$ cat src/rtl/mcmp_pkg.sv
package mcmp_pkg;

    typedef struct packed {
        logic gt;
        logic lt;
        logic eq;
    } cmp_res_t;

    typedef enum logic {
        MODE_ARITH = 1'b0,
        MODE_LOGIC = 1'b1
    } cmp_mode_e;

endpackage

$ cat src/rtl/mcmp_hold_reg.sv
module mcmp_hold_reg #(
    parameter int W       = 8,
    parameter int HAS_CLR = 0
) (
    input  logic         clk,
    input  logic         rst_n,
    input  logic         clr_n,
    input  logic         load,
    input  logic [W-1:0] din,
    output logic [W-1:0] dout
);

    localparam logic CLR_EN = (HAS_CLR != 0);

    logic [W-1:0] val_d;
    logic [W-1:0] val_q;
    logic         arst_n;

    // the clear joins the async reset only in the variant that has one
    assign arst_n = rst_n & (clr_n | ~CLR_EN);

    always_comb begin
        val_d = val_q;
        if (load) begin
            val_d = din;
        end
    end

    always_ff @(posedge clk or negedge arst_n) begin
        if (!arst_n) begin
            val_q <= '0;
        end else begin
            val_q <= val_d;
        end
    end

    assign dout = val_q;

endmodule

$ cat src/rtl/mcmp_core.sv
module mcmp_core
    import mcmp_pkg::*;
#(
    parameter int W = 8
) (
    input  logic [W-1:0] p_val,
    input  logic [W-1:0] q_val,
    input  logic         logic_mode,
    input  logic         gt_in,
    input  logic         lt_in,
    output cmp_res_t     res
);

    localparam int MSB = W - 1;

    logic [W-1:0] p_ord;
    logic [W-1:0] q_ord;
    logic         sign_flip;
    logic         words_differ;
    logic         local_gt;

    // two's complement order equals unsigned order with the sign bit inverted
    assign sign_flip = (cmp_mode_e'(logic_mode) == MODE_ARITH);
    assign p_ord     = {p_val[MSB] ^ sign_flip, p_val[MSB-1:0]};
    assign q_ord     = {q_val[MSB] ^ sign_flip, q_val[MSB-1:0]};

    assign words_differ = (p_ord != q_ord);
    assign local_gt     = (p_ord > q_ord);

    always_comb begin
        res = '0;
        if (words_differ) begin
            res.gt = local_gt;
            res.lt = ~local_gt;
            res.eq = 1'b0;
        end else begin
            res.gt = gt_in;
            res.lt = lt_in;
            res.eq = ~(gt_in | lt_in);
        end
    end

endmodule

$ cat src/rtl/mag_cmp_stage.sv
module mag_cmp_stage
    import mcmp_pkg::*;
#(
    parameter int W = 8
) (
    input  logic         clk,
    input  logic         rst_n,
    input  logic [W-1:0] p_in,
    input  logic [W-1:0] q_in,
    input  logic         p_load,
    input  logic         q_load,
    input  logic         res_load,
    input  logic         q_clr_n,
    input  logic         logic_mode,
    input  logic         gt_in,
    input  logic         lt_in,
    output logic         gt_out,
    output logic         lt_out,
    output logic         eq_out
);

    localparam int RES_W = $bits(cmp_res_t);

    logic [W-1:0]     p_q;
    logic [W-1:0]     q_q;
    cmp_res_t         res_d;
    logic [RES_W-1:0] res_q;
    cmp_res_t         res_s;

    mcmp_hold_reg #(.W(W), .HAS_CLR(0)) p_reg_i (
        .clk   (clk),
        .rst_n (rst_n),
        .clr_n (1'b1),
        .load  (p_load),
        .din   (p_in),
        .dout  (p_q)
    );

    mcmp_hold_reg #(.W(W), .HAS_CLR(1)) q_reg_i (
        .clk   (clk),
        .rst_n (rst_n),
        .clr_n (q_clr_n),
        .load  (q_load),
        .din   (q_in),
        .dout  (q_q)
    );

    mcmp_core #(.W(W)) core_i (
        .p_val      (p_q),
        .q_val      (q_q),
        .logic_mode (logic_mode),
        .gt_in      (gt_in),
        .lt_in      (lt_in),
        .res        (res_d)
    );

    mcmp_hold_reg #(.W(RES_W), .HAS_CLR(0)) res_reg_i (
        .clk   (clk),
        .rst_n (rst_n),
        .clr_n (1'b1),
        .load  (res_load),
        .din   (res_d),
        .dout  (res_q)
    );

    assign res_s  = cmp_res_t'(res_q);
    assign gt_out = res_s.gt;
    assign lt_out = res_s.lt;
    assign eq_out = res_s.eq;

endmodule

$ cat config.mk
export PLATFORM = sky130hd
export DESIGN_NAME = mag_cmp_stage
export DESIGN_NICKNAME = d
export VERILOG_FILES = /design/src/rtl/mcmp_pkg.sv /design/src/rtl/mcmp_hold_reg.sv /design/src/rtl/mcmp_core.sv /design/src/rtl/mag_cmp_stage.sv
export SDC_FILE = /design/constraint.sdc
export NUM_CORES = 1
export LEC_CHECK = 0
export ABC_CLOCK_PERIOD_IN_PS = 4700
export BUFFER_PORTS_ARGS = -buffer_cell sky130_fd_sc_hd__buf_2
export CAP_MARGIN = 20
export CORE_MARGIN = 2
export CORE_UTILIZATION = 25
export CTS_CLUSTER_DIAMETER = 150
export DETAILED_ROUTE_END_ITERATION = 7
export GPL_ROUTABILITY_DRIVEN = 0
export PLACE_DENSITY = 0.53
export RECOVER_POWER = 50
export SYNTH_ARGS = -nofsm -noshare
export SYNTH_HDL_FRONTEND = slang
export SYNTH_SLANG_ARGS = --single-unit
$ cat constraint.sdc
create_clock -name clk -period 4.7 [get_ports clk]
set_clock_uncertainty 0.15 [all_clocks]
set_input_delay 0.94 -clock clk [delete_from_list [all_inputs] [get_ports clk]]
set_output_delay 0.94 -clock clk [all_outputs]
set_load 0.1 [all_outputs]
==> summary.txt <==
Power
  • Pwr/cell area: 355 nW/um^2
  • Leakage power: 0.576 nW
  • Worst VDD drop: 0.0961 mV

CTS
  • Max Buffers Root-to-Sink: 2
  • CTS tree: yes
  • Clock Pin Slew Worst Setup and Hold Paths: 0.07 ns
  • Sink Count: 19
  • Cts hold-fix bufs: 0
  • Post-CTS Setup Inserts: 0
  • # H-tree levels: 1
  • Worst-Skew Late Latency: 0.26 ns
  • CTS resizes: 0
  • Root buffer cell: clkbuf_8
  • TritonCTS buffer count: 3

Yosys
  • Mapped Cells: 84
  • Synthesis-stage register bit count: 19
  • Post-synth top area share: 50.9%
  • Avg Synthesized Cell Area: 11.1 sq um
  • Sequential-to-total area share from yosys stat: 50.9%
  • Area leader, netlist: dfrtp_1
  • Cell variety after synth: 24
  • Synth Cell Area: 935 sq um
  • Largest cells by area after synthesis: dfrtp_1 (51%), mux2_2 (11%), ha_1 (11%), inv_1 (4.4%), o21ai_0 (4.3%)
  • Synthesis Warnings: 0
  • Mapped Nets: 117

Die
  • Die Area: 4240 sq um
  • Starting density of the core: 25.7%
  • Boundary Pins: 28
  • Core Area: 3630 sq um
  • Site row count: 22
  • Die Height: 65.1 microns
  • Die W: 65.1 microns

GRT
  • First-pass GRT wire length: 3130 microns
  • Vias in the first global route: 703
  • All-layer global routing usage: 10.0%
  • Largest net degree at the start of global routing: 15
  • Initial antenna violation count: 0
  • M2 GR Usage: 15.7%
  • Gr busiest metal: met2
  • Met3 Use GR: 2.23%
  • GRT overflow: 0
  • Global-route track usage on met1: 12.3%

Timing
  • Slew Viols, Final: 0
  • RSZ-0062 raised after global routing: false
  • Rel. slew slack: 58.3%
  • # setup viols final: 0
  • Final period util: 45.9%
  • Fmax: 463 MHz
  • TNS Setup: 0 ns
  • Final hold vios: 0
  • Worst Tran Pin Value: 0.626 ns
  • Min cycle time layout: 2.16 ns

Routing
  • 1st-iter DRT viols: 14
  • Vias: 688
  • Detailed Routing Iterations Pass 1: 4
  • Post-DRT Antenna Nets: 0
  • Routed WL per cell: 11.8 microns
  • Routed WL: 1900 microns
  • Vias per cell: 4.27
  • DRC viols: 0

Critical path
  • Reg2Reg Setup Slack: 2.88 ns
  • RR Endpoint: res_reg_i.dout[1]
  • Delay-heaviest family, CP: compound AO/OA/AOI/OAI gates
  • Largest stage delay, worst path: 0.32 ns
  • CP max-delay cell: a211o_2
  • CP Launch Point: logic_mode
  • Worst reg2reg path depth: 5
  • Buf/Inv on CP: 2
  • Crit path cell chain: buf_2, xor2_1, ha_1, nand4_1, inv_1, a31oi_1, a211o_2
  • Critical Path Stages: 7
  • Setup CP Type: primary input to flip-flop
  • End point of the critical path: res_reg_i.dout[1]
  • Crit. End Element: flip-flop
  • R2r startpoint: q_reg_i.dout[0]
  • Crit path max fanout: 3
  • Startpoint Class: primary input
  • CP arrival: 2.15 ns
  • Req. time, crit path: 4.69 ns

Cells and area
  • Synthesis-to-layout area growth: 24.5%
  • Fillcell total: 398
  • Commonest non-fill, non-tap cell in the layout: buf_2
  • Share of cells above drive strength 1: 34.5%
  • FF+latch area: 475 sq um
  • Nets: 147
  • Commonest cells after routing, fill and taps aside: buf_2 (24), dfrtp_1 (19), inv_1 (11), nand2_1 (9), mux2_2 (9)
  • Area of the multi-input gates: 410 sq um
  • Fin util: 32.0%
  • Ant diodes: 0

Hold path
  • Path type of the worst min-delay path: flip-flop to flip-flop

Placed design
  • Buffers on Ports: 27
  • DP Wirelength: 1530 microns

Status
  • Status: finished clean

Job
  • Maxcap violations: 0
## cell usage after synthesis
cell type / n
ha_1: 8
a21oi_1: 1
nand2b_4: 1
nor3_1: 1
a211oi_1: 1
nand4_1: 2
nor2b_1: 1
o21ai_0: 8
mux2_2: 9
dfrtp_1: 19
a31oi_1: 1
nor4_1: 1
nor2_1: 1
clkbuf_1: 2
a211o_2: 1
a31o_2: 1
inv_1: 11
o2111ai_1: 1
and2_1: 1
xnor2_1: 1
nand2_1: 9
xor2_1: 1
nand2b_1: 1
a2111o_1: 1
## worst min path at each step
stage	to	startpoint	cells after the start
floorplan	p_reg_i.dout[1]	p_reg_i.dout[1]	1
finish	p_reg_i.dout[2]	p_reg_i.dout[2]	1
global route	res_reg_i.dout[1]	res_reg_i.dout[1]	1
CTS	p_reg_i.dout[2]	p_reg_i.dout[2]	1
detailed placement	p_reg_i.dout[2]	p_reg_i.dout[2]	1
global placement	res_reg_i.dout[1]	res_reg_i.dout[1]	1
## final cells by class
class | instances | share of cell area [%]
flip-flops and latches | 19 | 40.9
multi-input cells | 52 | 35.3
repair buffers | 27 | 11.3
well taps | 48 | 5.16
clock buffers | 4 | 3.87
inverters | 11 | 3.55
## flip-flops by register name, indices dropped and copies added (netlist names)
register	flops
p_reg_i.dout	8
res_reg_i.dout	3
q_reg_i.dout	8
## where the power goes
part | internal (W) | switching, W
combinational | 0.0000392 | 0.0000708
clock | 0.0000603 | 0.0000533
sequential | 0.000181 | 0.00000867
## cells by family (layout without fill, tap and decap cells)
| kind of cell | after synthesis | in the layout | share of synthesized area, % |
|---|---|---|---|
| mux | 9 | 9 | 10.8 |
| simple gates | 18 | 18 | 10.0 |
| fa+ha+maj | 8 | 8 | 10.7 |
| xor+xnor | 2 | 2 | 1.87 |
| buf+inv | 13 | 42 | 5.22 |
| flops | 19 | 19 | 50.9 |
| compound gates | 15 | 15 | 10.4 |
## through the flow
step	instance area [sq um]	setup WS, ns	cells	hold WS, ns	total power, W
floorplan	935	2.47	84	0.335	0.000273
global placement	1120	2.31	157	0.349	0.000302
detailed placement	1120	2.27	157	0.356	0.000305
CTS	1170	2.54	161	0.373	0.000419
global route	1160	2.48	161	0.379	0.000438
finish	1160	2.54	161	0.365	0.000413
## worst reg2reg max path: stages (launching register included)
cell	delay (ns)
dfrtp_1	0.39
ha_1	0.32
nand2b_4	0.14
a2111o_1	0.40
a31oi_1	0.22
a211o_2	0.14
## routing by layer
metal | wire length [microns] | vias to the layer above
met5 | 0 | -
met4 | 56 | 0
met3 | 104 | 5
met2 | 872 | 22
met1 | 863 | 315
li1 | - | 346
Note: power is estimated with default switching activity, not from simulation.
